### config.mk
export PLATFORM = sky130hd
export DESIGN_NAME = flash_xfer_seq
export DESIGN_NICKNAME = d
export VERILOG_FILES = /design/src/rtl/flash_xfer_seq.sv
export SDC_FILE = /design/constraint.sdc
export NUM_CORES = 1
export LEC_CHECK = 0
export BUFFER_PORTS_ARGS = -buffer_cell sky130_fd_sc_hd__buf_4
export CORE_MARGIN = 2
export CORE_UTILIZATION = 35
export DETAILED_ROUTE_END_ITERATION = 10
export PLACE_DENSITY = 0.64
export REMOVE_ABC_BUFFERS = 1
export SLEW_MARGIN = 30
export SYNTH_ARGS = -nofsm -noshare
export SYNTH_HDL_FRONTEND = slang
export SYNTH_SLANG_ARGS = --single-unit
### constraint.sdc
create_clock -name clk -period 5.25 [get_ports clk]
set_input_delay 1.05 -clock clk [delete_from_list [all_inputs] [get_ports clk]]
set_output_delay 1.05 -clock clk [all_outputs]
set_load 0.005 [all_outputs]
### src/rtl/flash_xfer_seq.sv
module flash_xfer_seq #(
  parameter int FIFO_DEPTH = 16,
  parameter int SCLK_DIV   = 2
) (
  input  logic        clk,
  input  logic        rst_n,
  input  logic        reg_we,
  input  logic [2:0]  reg_addr,
  input  logic [31:0] reg_wdata,
  output logic [31:0] reg_rdata,
  input  logic        tx_push,
  input  logic [31:0] tx_data,
  input  logic        rx_pop,
  output logic [31:0] rx_data,
  output logic        busy,
  output logic [31:0] fifo_status,
  output logic [7:0]  raw_irq,
  output logic        sclk,
  output logic        cs_n,
  output logic [3:0]  io_out,
  output logic [3:0]  io_oe,
  input  logic [3:0]  io_in
);
  localparam int PW = (FIFO_DEPTH > 1) ? $clog2(FIFO_DEPTH) : 1;
  localparam int CW = $clog2(FIFO_DEPTH + 1);
  localparam int DW = (SCLK_DIV > 1) ? $clog2(SCLK_DIV) : 1;
  localparam logic [CW-1:0] FULL = CW'(FIFO_DEPTH);
  localparam logic [DW-1:0] DIV_LAST = DW'(SCLK_DIV - 1);
  localparam logic [PW-1:0] PTR_LAST = PW'(FIFO_DEPTH - 1);

  typedef enum logic [2:0] {S_IDLE, S_OPC, S_ADR, S_DMY, S_DAT} st_t;

  logic [13:0] ctrl_r;
  logic [31:0] cmd_r, addr_r;
  logic [4:0]  alen_r, ri;
  logic        rec;
  st_t         st;
  logic        sclk_r;
  logic [DW-1:0] div_cnt;
  logic [5:0]  bitcnt;
  logic [31:0] sh_out, word_rd, rx_acc;
  logic        need_word;
  logic [13:0] bytes_left;
  logic [1:0]  bidx;
  logic [3:0]  bslot;
  logic [7:0]  byte_sh;

  logic [31:0] tx_mem [FIFO_DEPTH];
  logic [31:0] rx_mem [FIFO_DEPTH];
  logic [PW-1:0] tx_wp, tx_rp, rx_wp, rx_rp;
  logic [CW-1:0] tx_cnt, rx_cnt;

  function automatic logic [PW-1:0] inc(input logic [PW-1:0] p);
    return (p == PTR_LAST) ? '0 : p + PW'(1);
  endfunction

  wire [3:0]  c_dummy = cmd_r[11:8];
  wire        c_wr    = cmd_r[12];
  wire [1:0]  c_am    = cmd_r[15:14];
  wire [13:0] c_cnt   = cmd_r[29:16];
  wire        quad    = ctrl_r[13:12] == 2'd2;
  wire        dual    = ctrl_r[13:12] == 2'd1;
  wire [3:0]  spb     = quad ? 4'd2 : (dual ? 4'd4 : 4'd8);
  wire [2:0]  wsh     = quad ? 3'd4 : (dual ? 3'd2 : 3'd1);

  logic [5:0] abits;
  always_comb
    case (c_am)
      2'd0: abits = 6'd0;
      2'd1: abits = 6'd24;
      2'd2: abits = 6'd32;
      default: abits = {1'b0, alen_r} + 6'd1;
    endcase

  assign busy = st != S_IDLE;
  wire  st_after_dmy = 1'b0;
  st_t  after_adr, after_opc, next_st;
  assign after_adr = (c_dummy != 0) ? S_DMY : ((c_cnt != 0) ? S_DAT : S_IDLE);
  assign after_opc = (c_am != 0) ? S_ADR : after_adr;
  always_comb
    case (st)
      S_OPC:   next_st = after_opc;
      S_ADR:   next_st = after_adr;
      S_DMY:   next_st = (c_cnt != 0) ? S_DAT : S_IDLE;
      default: next_st = S_IDLE;
    endcase

  wire running = busy && !(st == S_DAT && need_word) && !rec;
  wire tick = running && div_cnt == DIV_LAST;
  wire rise = tick && !sclk_r;
  wire fall = tick && sclk_r;
  wire last_slot = (st == S_DAT) ? (bytes_left == 14'd1 && bslot == 4'd1) : (bitcnt == 6'd1);
  wire done_ev = fall && last_slot && next_st == S_IDLE && !st_after_dmy;

  wire [7:0] rx_byte_nx = quad ? {byte_sh[3:0], io_in} :
                          dual ? {byte_sh[5:0], io_in[1:0]} : {byte_sh[6:0], io_in[1]};
  wire [31:0] rx_word_nx = rx_acc | ({24'b0, rx_byte_nx} << {bidx, 3'b0});
  wire [1:0]  bidx_n = bidx + 2'd1;
  wire [31:0] word_sh = word_rd >> {bidx_n, 3'b0};

  wire start   = reg_we && reg_addr == 3'd1 && !busy && !rec;
  wire cfg_ok  = reg_we && !busy;
  wire word_go = st == S_DAT && need_word && !rec && (c_wr ? tx_cnt != 0 : rx_cnt != FULL);
  wire eng_pop = word_go && c_wr;
  wire eng_push = rise && st == S_DAT && !c_wr && bslot == 4'd1 && (bidx == 2'd3 || bytes_left == 14'd1);
  wire tx_ok = tx_push && tx_cnt != FULL;
  wire rx_ok = rx_pop && rx_cnt != 0;

  always_ff @(posedge clk or negedge rst_n)
    if (!rst_n) begin
      ctrl_r <= '0; addr_r <= '0; alen_r <= '0; ri <= '0; rec <= 1'b0;
    end else begin
      if (cfg_ok && reg_addr == 3'd0) ctrl_r <= reg_wdata[13:0];
      if (cfg_ok && reg_addr == 3'd2) addr_r <= reg_wdata;
      if (cfg_ok && reg_addr == 3'd3) alen_r <= reg_wdata[4:0];
      rec <= reg_we && reg_addr == 3'd5 && reg_wdata[0] && !rec;
      ri <= (ri & ~((reg_we && reg_addr == 3'd4) ? reg_wdata[4:0] : 5'd0)) |
            {done_ev,
             eng_pop && tx_cnt == CW'(1) && !tx_ok,
             tx_push && tx_cnt == FULL,
             rx_pop && rx_cnt == 0,
             eng_push && rx_cnt == FULL - CW'(1) && !rx_ok};
    end

  always_ff @(posedge clk) begin
    if (tx_ok) tx_mem[tx_wp] <= tx_data;
    if (eng_push) rx_mem[rx_wp] <= rx_word_nx;
  end

  always_ff @(posedge clk or negedge rst_n)
    if (!rst_n) begin
      tx_wp <= '0; tx_rp <= '0; tx_cnt <= '0; rx_wp <= '0; rx_rp <= '0; rx_cnt <= '0;
    end else if (rec) begin
      tx_wp <= '0; tx_rp <= '0; tx_cnt <= '0; rx_wp <= '0; rx_rp <= '0; rx_cnt <= '0;
    end else begin
      if (tx_ok) tx_wp <= inc(tx_wp);
      if (eng_pop) tx_rp <= inc(tx_rp);
      tx_cnt <= tx_cnt + CW'(tx_ok) - CW'(eng_pop);
      if (eng_push) rx_wp <= inc(rx_wp);
      if (rx_ok) rx_rp <= inc(rx_rp);
      rx_cnt <= rx_cnt + CW'(eng_push) - CW'(rx_ok);
    end

  always_ff @(posedge clk or negedge rst_n)
    if (!rst_n) begin
      st <= S_IDLE; cmd_r <= '0; sclk_r <= 1'b0; div_cnt <= '0; bitcnt <= '0;
      sh_out <= '0; word_rd <= '0; rx_acc <= '0; need_word <= 1'b0;
      bytes_left <= '0; bidx <= '0; bslot <= '0; byte_sh <= '0;
    end else if (rec) begin
      st <= S_IDLE; sclk_r <= 1'b0; div_cnt <= '0; need_word <= 1'b0;
    end else if (start) begin
      st <= S_OPC; cmd_r <= reg_wdata; sh_out <= {reg_wdata[7:0], 24'b0};
      bitcnt <= 6'd8; sclk_r <= 1'b0; div_cnt <= '0;
    end else if (busy) begin
      if (word_go) begin
        need_word <= 1'b0; bidx <= '0; bslot <= spb; rx_acc <= '0;
        if (c_wr) begin
          word_rd <= tx_mem[tx_rp];
          byte_sh <= tx_mem[tx_rp][7:0];
        end
      end
      if (running) div_cnt <= tick ? '0 : div_cnt + DW'(1);
      if (rise) begin
        sclk_r <= 1'b1;
        if (st == S_DAT && !c_wr) begin
          byte_sh <= rx_byte_nx;
          if (bslot == 4'd1) rx_acc <= rx_word_nx;
        end
      end
      if (fall) begin
        sclk_r <= 1'b0;
        if (last_slot) begin
          st <= next_st;
          bitcnt <= (next_st == S_ADR) ? abits : {2'b0, c_dummy};
          sh_out <= addr_r << (6'd32 - abits);
          need_word <= 1'b1;
          bytes_left <= c_cnt;
        end else
          case (st)
            S_OPC, S_ADR: begin sh_out <= sh_out << 1; bitcnt <= bitcnt - 6'd1; end
            S_DMY: bitcnt <= bitcnt - 6'd1;
            S_DAT: begin
              bslot <= bslot - 4'd1;
              if (c_wr) byte_sh <= byte_sh << wsh;
              if (bslot == 4'd1) begin
                bslot <= spb;
                bytes_left <= bytes_left - 14'd1;
                bidx <= bidx_n;
                if (c_wr) byte_sh <= word_sh[7:0];
                if (bidx == 2'd3) need_word <= 1'b1;
              end
            end
            default: ;
          endcase
      end
    end

  wire dat_wr = st == S_DAT && c_wr;
  assign io_oe  = (st == S_OPC || st == S_ADR) ? 4'b0001 :
                  dat_wr ? (quad ? 4'b1111 : dual ? 4'b0011 : 4'b0001) : 4'b0000;
  assign io_out = (st == S_OPC || st == S_ADR) ? {3'b0, sh_out[31]} :
                  dat_wr ? (quad ? byte_sh[7:4] : dual ? {2'b0, byte_sh[7:6]} : {3'b0, byte_sh[7]}) : 4'b0000;
  assign sclk = sclk_r;
  assign cs_n = !busy;
  assign rx_data = rx_mem[rx_rp];
  assign raw_irq = {3'b0, ri};

  wire [4:0] tx_lvl = 5'(tx_cnt);
  wire [4:0] rx_lvl = 5'(rx_cnt);
  assign fifo_status = {11'b0, rx_lvl, 3'b0, tx_lvl, 4'b0,
                        rx_cnt == FULL, rx_cnt == 0, tx_cnt == 0, tx_cnt == FULL};

  always_comb
    case (reg_addr)
      3'd0: reg_rdata = {18'b0, ctrl_r};
      3'd1: reg_rdata = cmd_r;
      3'd2: reg_rdata = addr_r;
      3'd3: reg_rdata = {27'b0, alen_r};
      3'd4: reg_rdata = {24'b0, raw_irq};
      3'd5: reg_rdata = {31'b0, rec};
      3'd6: reg_rdata = fifo_status;
      default: reg_rdata = {31'b0, busy};
    endcase

  AST_IDLE_SCLK_LOW: assert property (@(posedge clk) disable iff (!rst_n) cs_n |-> !sclk);
  AST_DUMMY_RELEASE: assert property (@(posedge clk) disable iff (!rst_n) st == S_DMY |-> io_oe == 4'b0000);
  AST_CTRL_FROZEN: assert property (@(posedge clk) disable iff (!rst_n) busy && reg_we && reg_addr == 3'd0 |=> $stable(ctrl_r));
  AST_TX_BOUND: assert property (@(posedge clk) disable iff (!rst_n) tx_cnt <= FULL);
  AST_RX_BOUND: assert property (@(posedge clk) disable iff (!rst_n) rx_cnt <= FULL);
  AST_REC_SELF_CLEAR: assert property (@(posedge clk) disable iff (!rst_n) rec |=> !rec && tx_cnt == 0 && rx_cnt == 0 && !busy);
  AST_FINISH_FLAG: assert property (@(posedge clk) disable iff (!rst_n) $fell(busy) && !$past(rec) |-> ri[4]);
  AST_STALL_HOLD: assert property (@(posedge clk) disable iff (!rst_n) st == S_DAT && need_word |-> !sclk && !cs_n);
endmodule

==> flow_summary.toml, run 1 <==
[run]
max_cap_violations = 0

[die]
floorplan.die_area_um2 = 160000
placement_row_count = 145
starting_density_pct = 35.2
die_h_um = 400
core_um2 = 156000
num_io_pins = 191
die_width_um = 400

[final_layout]
post-route-cell-area_um2 = 62800
syn_to_final_growth_pct = 14.6
post_route_cells_drive_above_1_share_pct = 20.9
fin_nets = 3903

[placed_design]
port-buffer-count = 169
gp_routability_congestion = 0.887
place.detailed.hpwl_um = 86300
placement.cell_area_um2 = 58700
pre_cts_ws_ns = 1.18

[global_route]
global_route.usage.total_pct = 17.6
first_pass_grt_wire_length_um = 211000
antenna_found_initial = 6
grt_overflow = 0
grt_pass1_vias = 32402
maximum_number_of_pins_on_one_net_before_global_route_repair = 100

[power_and_ir_drop]
leakage_nw = 22.1
peakVddDrop_v = 0.000330
power_density_nw_per_um2 = 512

[yosys]
synth-edff-count = 1024
netlist_top_cells_count = "1024 x sky130_fd_sc_hd__edfxtp_1, 279 x sky130_fd_sc_hd__nand2_1, 251 x sky130_fd_sc_hd__dfrtp_1, 221 x sky130_fd_sc_hd__mux2i_1, 192 x sky130_fd_sc_hd__o21ai_0"
synth-warning-count = 0
syn-mean-instance-area_um2 = 15.1
synth_cell_types = 95
ys.flop_type = "sky130_fd_sc_hd__edfxtp_1"
postSynthCellCount = 3629
synthArstFlopShare_pct = 19.7
post_synth_top_area_share_pct = 56.1
synth_area_leaders = "sky130_fd_sc_hd__edfxtp_1 56%, sky130_fd_sc_hd__dfrtp_1 11%, sky130_fd_sc_hd__mux4_2 7.4%"
netlist.top_cell.by_area = "sky130_fd_sc_hd__edfxtp_1"
syn_area_um2 = 54800
synth.most_common_cell = "sky130_fd_sc_hd__edfxtp_1"
total_of_flip_flops_plus_latches_after_synthesis = 1275
sequential_area_share_after_synthesis_pct = 67.5

[route]
total_iterations_of_the_first_detailed_routing_run = 7
post_drt_wl_per_cell_um = 24.0
route.final.wire_length_um = 143000
detail_route.iter0.violations = 3125
route.antenna.remaining_nets = 0
detail_route.drc_violations = 0
avgViaCountPerCell = 5.50
vias = 32730

[sta]
finalCritPeriodShare_pct = 86.0
slew_viol_final = 0
rsz0062_at_grt = "no"
setup_viol_count_final = 0
achievable-frequency_ghz = 0.222
timing.final.ws_setup_ns = 0.737
totalNegativeSetupSlack_ns = 0
timing.max_slew.rel_slack_pct = 34.9
worst_slew_pin_slew_ns = 0.974
final.setup_skew_ns = 0.0283
timing.final.crit_period_ns = 4.51
final_hold_violations = 0

[clocking]
tritoncts = "done"
htree_num_levels = 4
worst_skew_pair_latency_ns = 0.76
cts_made_buffers = 130
max-clock-path-buffers = 3
cts_hold_buf = 0
cts_root_buffer = "sky130_fd_sc_hd__clkbuf_16"
clkSinkCount = 1275
cts_setup_buffers = 0
clkSlewWorstSetupHoldPaths_ns = 0.06
cts_repair_resize_count = 0

[worst_setup_path]
required_ns = 4.20
worst-path-buf-inv = 3
cp_slowest_cell = "sky130_fd_sc_hd__nor2b_4"
path_cells = "buf_4 > nor2b_4 > buf_4 > a221oi_1 > o21ai_0 > nand2_1 > buf_4"
cp-end-kind = "output port"
crit_path_start_kind = "flip-flop"
critical_path.top_delay_family = "simple AND/OR/NAND/NOR gates"
arrival_ns = 3.46
worst_path_largest_cell_delay_ns = 0.83
critical_path.most_common_cell = "sky130_fd_sc_hd__buf_4"
critPathMaxFanout = 26
worstSetupPathType = "flip-flop to output port"

[hold_path]
worstHoldPathType = "input port to async pin"

[status]
outcome = "finished clean"
## registers in the layout, indices dropped and copies added (netlist names), 5 cells and up
signal,count
tx_cnt,5
tx_mem,512
ctrl_r,14
ri,5
bitcnt,6
word_rd,32
bytes_left,14
cmd_r,32
rx_acc,32
sh_out,32
rx_mem,512
alen_r,5
addr_r,32
byte_sh,8
rx_cnt,5
## power by group
| group | total (W) | switching [W] | internal, W |
|---|---|---|---|
| Sequential | 0.0138 | 0.00113 | 0.0126 |
| Combinational | 0.00945 | 0.00570 | 0.00375 |
| Clock | 0.00899 | 0.00389 | 0.00511 |
| Total | 0.0322 | 0.0107 | 0.0215 |
## layout make-up
type	instances	area [um2]
diodes	3	7.51
clock buffers	170	3530
clock inverters	62	566
fillers	14080	93000
inverters	58	218
multi-input cells	2061	16800
flip-flops and latches	1275	37100
well taps	2058	2570
repair buffers	265	2120
## layer usage
metal	wire (um)	up-vias	share of wire, %	track usage [%]
met5	22	-	0.015	0
met4	3970	4	2.8	6.38
met3	8940	221	6.3	3.34
met2	69300	1044	49	28.6
met1	60600	16952	42	23.6
li1	-	14509	-	-
## worst paths after layout
path / endpoint / slack [ns] / cells after the start / startpoint
setup / recovery: rx_data[30] / 0.74 / 7 / rx_rp[2]$_DFFE_PN0P_
hold / removal: ri[1]$_DFF_PN0_ / 0.24 / 1 / rst_n
setup reg to reg: sh_out[19]$_DFFE_PN0P_ / 1.45 / 11 / cmd_r[14]$_DFFE_PN0P_
hold reg to reg: cmd_r[4]$_DFFE_PN0P_ / 0.48 / 2 / cmd_r[4]$_DFFE_PN0P_
max in group asynchronous: rx_rp[3]$_DFFE_PN0P_ / 3.65 / 2 / rst_n
min in group clk: cmd_r[4]$_DFFE_PN0P_ / 0.48 / 2 / cmd_r[4]$_DFFE_PN0P_
## per-stage QoR
step | hold WS, ns | cells | utilization (%) | power (W)
detailed placement | 0.464 | 5716 | 37.7 | 0.0234
floorplan | 0.441 | 3394 | - | 0.0198
global route | 0.300 | 5951 | 40.3 | 0.0338
global placement | 0.457 | 5716 | 37.6 | 0.0232
finish | 0.236 | 5952 | 40.3 | 0.0322
CTS | 0.266 | 5948 | 40.3 | 0.0323
## worst reg2reg max path: stages, from the launching register on
cell and delay [ns]:
sky130_fd_sc_hd__dfrtp_1 0.53, sky130_fd_sc_hd__and3b_1 0.27, sky130_fd_sc_hd__buf_4 0.23, sky130_fd_sc_hd__clkinv_1 0.09, sky130_fd_sc_hd__ha_1 0.54, sky130_fd_sc_hd__buf_4 0.42, sky130_fd_sc_hd__o21ai_2 0.16, sky130_fd_sc_hd__or2_2 0.35
sky130_fd_sc_hd__mux2_2 0.38, sky130_fd_sc_hd__nand2_2 0.31, sky130_fd_sc_hd__nor3_1 0.10, sky130_fd_sc_hd__or3_1 0.31
## logic make-up (layout without fill, tap and decap cells)
logic type                 Yosys count  count (layout)  synth area share, %
and+or+nand+nor                    756             756                 6.52
buffers and inverters              313             555                 2.48
muxes                              490             490                 13.3
DFF                               1275            1275                 67.5
other                                1              24              0.00684
xor gates and xnor gates            17              17                0.299
AOI/OAI and AO/OA                  741             741                 9.04
adders and majority gates           36              36                0.849
## placed cells by master, fill, tap and decap left out, types with 110 or more instances in the layout
cell type	count
sky130_fd_sc_hd__edfxtp_1	1024
sky130_fd_sc_hd__nand2_1	279
sky130_fd_sc_hd__buf_4	255
sky130_fd_sc_hd__dfrtp_1	244
sky130_fd_sc_hd__mux2i_1	221
sky130_fd_sc_hd__o21ai_0	190
sky130_fd_sc_hd__mux4_2	181
sky130_fd_sc_hd__nor2_1	163
sky130_fd_sc_hd__clkbuf_16	134
sky130_fd_sc_hd__a21oi_1	110
No activity file was read; power rests on OpenSTA's default activity.
==> run 2: changes to the inputs <==
--- a/config.mk
+++ b/config.mk
@@ -9,7 +9,7 @@
 export CORE_MARGIN = 2
 export CORE_UTILIZATION = 35
 export DETAILED_ROUTE_END_ITERATION = 10
-export PLACE_DENSITY = 0.64
+export PLACE_DENSITY = 0.62
 export REMOVE_ABC_BUFFERS = 1
 export SLEW_MARGIN = 30
 export SYNTH_ARGS = -nofsm -noshare
==> constraint.sdc (replaced) <==
create_clock -name clk -period 4.3 [get_ports clk]
set_input_delay 0.86 -clock clk [delete_from_list [all_inputs] [get_ports clk]]
set_output_delay 0.86 -clock clk [all_outputs]
set_load 0.005 [all_outputs]
==> flow_summary.toml, run 2 (synthesis gave the netlist of run 1 again) <==
[status]
outcome = "finished clean"

[route]
detail_route.iter0.violations = 3182
route.antenna.remaining_nets = 0
total_iterations_of_the_first_detailed_routing_run = 6
vias = 32870
detail_route.drc_violations = 0
post_drt_wl_per_cell_um = 24.4
avgViaCountPerCell = 5.49
route.final.wire_length_um = 146000

[clocking]
cts_repair_resize_count = 0
cts_hold_buf = 0
tritoncts = "done"
cts_root_buffer = "sky130_fd_sc_hd__clkbuf_16"
cts_setup_buffers = 0
clkSinkCount = 1275
worst_skew_pair_latency_ns = 0.75
clkSlewWorstSetupHoldPaths_ns = 0.06
max-clock-path-buffers = 3
cts_made_buffers = 131
htree_num_levels = 4

[worst_setup_path]
critPathMaxFanout = 20
critical_path.most_common_cell = "sky130_fd_sc_hd__nand2_1"
cp_slowest_cell = "sky130_fd_sc_hd__nor2b_4"
worstSetupPathType = "flip-flop to output port"
path_cells = "nor2b_4 > buf_4 > nand2_1 > nand2_1 > a21oi_1 > a22oi_1 > nand2_1 > buf_4"
crit_path_start_kind = "flip-flop"
cp-end-kind = "output port"
required_ns = 3.44
critical_path.top_delay_family = "simple AND/OR/NAND/NOR gates"
arrival_ns = 3.07
worst-path-buf-inv = 2
worst_path_largest_cell_delay_ns = 0.64

[final_layout]
syn_to_final_growth_pct = 15.3
post_route_cells_drive_above_1_share_pct = 21.5
fin_nets = 3940
mostFrequentLayoutCell = "sky130_fd_sc_hd__edfxtp_1"
layout.cells.most_common_list = "1024 x sky130_fd_sc_hd__edfxtp_1, 279 x sky130_fd_sc_hd__nand2_1, 279 x sky130_fd_sc_hd__buf_4, 244 x sky130_fd_sc_hd__dfrtp_1, 221 x sky130_fd_sc_hd__mux2i_1"
nFillCells = 14041
postLayoutCoreUtil_pct = 40.6
layout_top_registers = "rx_mem (512), tx_mem (512)"

[power_and_ir_drop]
seq_power_share_pct = 42.2
p_int_w = 0.0262
power.clock.fraction_pct = 27.9
pwr-share-comb_pct = 29.9
peakVddDrop_v = 0.000373
leakage_nw = 22.3
total_switching_power_w = 0.0133
power_switching_share_pct = 33.6
power_density_nw_per_um2 = 625

[die]
starting_density_pct = 35.2
die_width_um = 400
core_um2 = 156000
placement_row_count = 145
floorplan.die_area_um2 = 160000
die_h_um = 400
num_io_pins = 191

[sta]
slew_viol_final = 0
timing.max_slew.rel_slack_pct = 36.6
timing.final.crit_period_ns = 3.93
final.setup_skew_ns = 0.0347
achievable-frequency_ghz = 0.254
timing.final.ws_setup_ns = 0.367
final_hold_violations = 0
setup_viol_count_final = 0
finalCritPeriodShare_pct = 91.5
rsz0062_at_grt = "no"
worst_slew_pin_slew_ns = 0.943

[hold_path]
worstHoldPathType = "input port to async pin"

[placed_design]
port-buffer-count = 169
gp_routability_congestion = 0.915
place.detailed.hpwl_um = 90800
pre_cts_ws_ns = 0.791

[global_route]
first_pass_grt_wire_length_um = 216000
antenna_found_initial = 9
maximum_number_of_pins_on_one_net_before_global_route_repair = 87
grt_pass1_vias = 32529
global_route.usage.total_pct = 18.1
grt_overflow = 0

[run]
max_cap_violations = 0
==> run 2: metal layers <==
layer  share of wire, %  vias to the layer above  global-route usage, %
met5              0.045                        -                      0
met4                2.4                       10                   5.32
met3                7.2                      213                   3.77
met2                 48                     1198                   28.9
met1                 43                    16863                   24.9
li1                   -                    14586                      -
==> run 2: final timing paths <==
path	depth (start not counted)	to	start	slack, ns
hold reg to reg	2	cmd_r[13]$_DFFE_PN0P_	cmd_r[13]$_DFFE_PN0P_	0.48
setup / recovery	8	rx_data[7]	rx_rp[1]$_DFFE_PN0P_	0.37
setup reg to reg	11	rx_mem[9][21]$_DFFE_PP_	bslot[1]$_DFFE_PN0P_	0.78
max in group asynchronous	2	rec$_DFF_PN0_	rst_n	3.20
min in group clk	3	cmd_r[17]$_DFFE_PN0P_	reg_wdata[17]	0.31
hold / removal	1	ctrl_r[5]$_DFFE_PN0P_	rst_n	0.1
==> run 2: layout make-up <==
class	count	area, um2	share of cell area, %
antenna	1	2.50	0.00396
clock buffer	165	3470	5.48
clock inverter	73	669	1.06
inverter	58	218	0.344
multi-input combinational	2061	16700	26.5
sequential	1275	37000	58.6
tap	2058	2570	4.07
timing repair buffer	301	2530	4.00
==> run 2: metrics by stage <==
step / setup TNS, ns / power (W) / hold slack (ns) / instance area, um2 / std cells
2_1_floorplan: -1045.78 / 0.0239 / 0.441 / 53800 / 3394
3_3_place_gp: 0 / 0.0285 / 0.458 / 59100 / 5753
3_5_place_dp: 0 / 0.0287 / 0.463 / 59100 / 5753
4_1_cts: 0 / 0.0397 / 0.0958 / 63200 / 5991
5_1_grt: 0 / 0.0415 / 0.143 / 63200 / 5991
6_report: 0 / 0.0395 / 0.0962 / 63200 / 5992
==> run 2: power by group through the flow <==
stage	registers, W	logic, W	clock network (W)
2_1_floorplan	0.0167	0.00717	0
3_3_place_gp	0.0169	0.0117	0
3_5_place_dp	0.0169	0.0118	0
4_1_cts	0.0167	0.0118	0.0112
5_1_grt	0.0168	0.0129	0.0117
6_report	0.0167	0.0118	0.0110
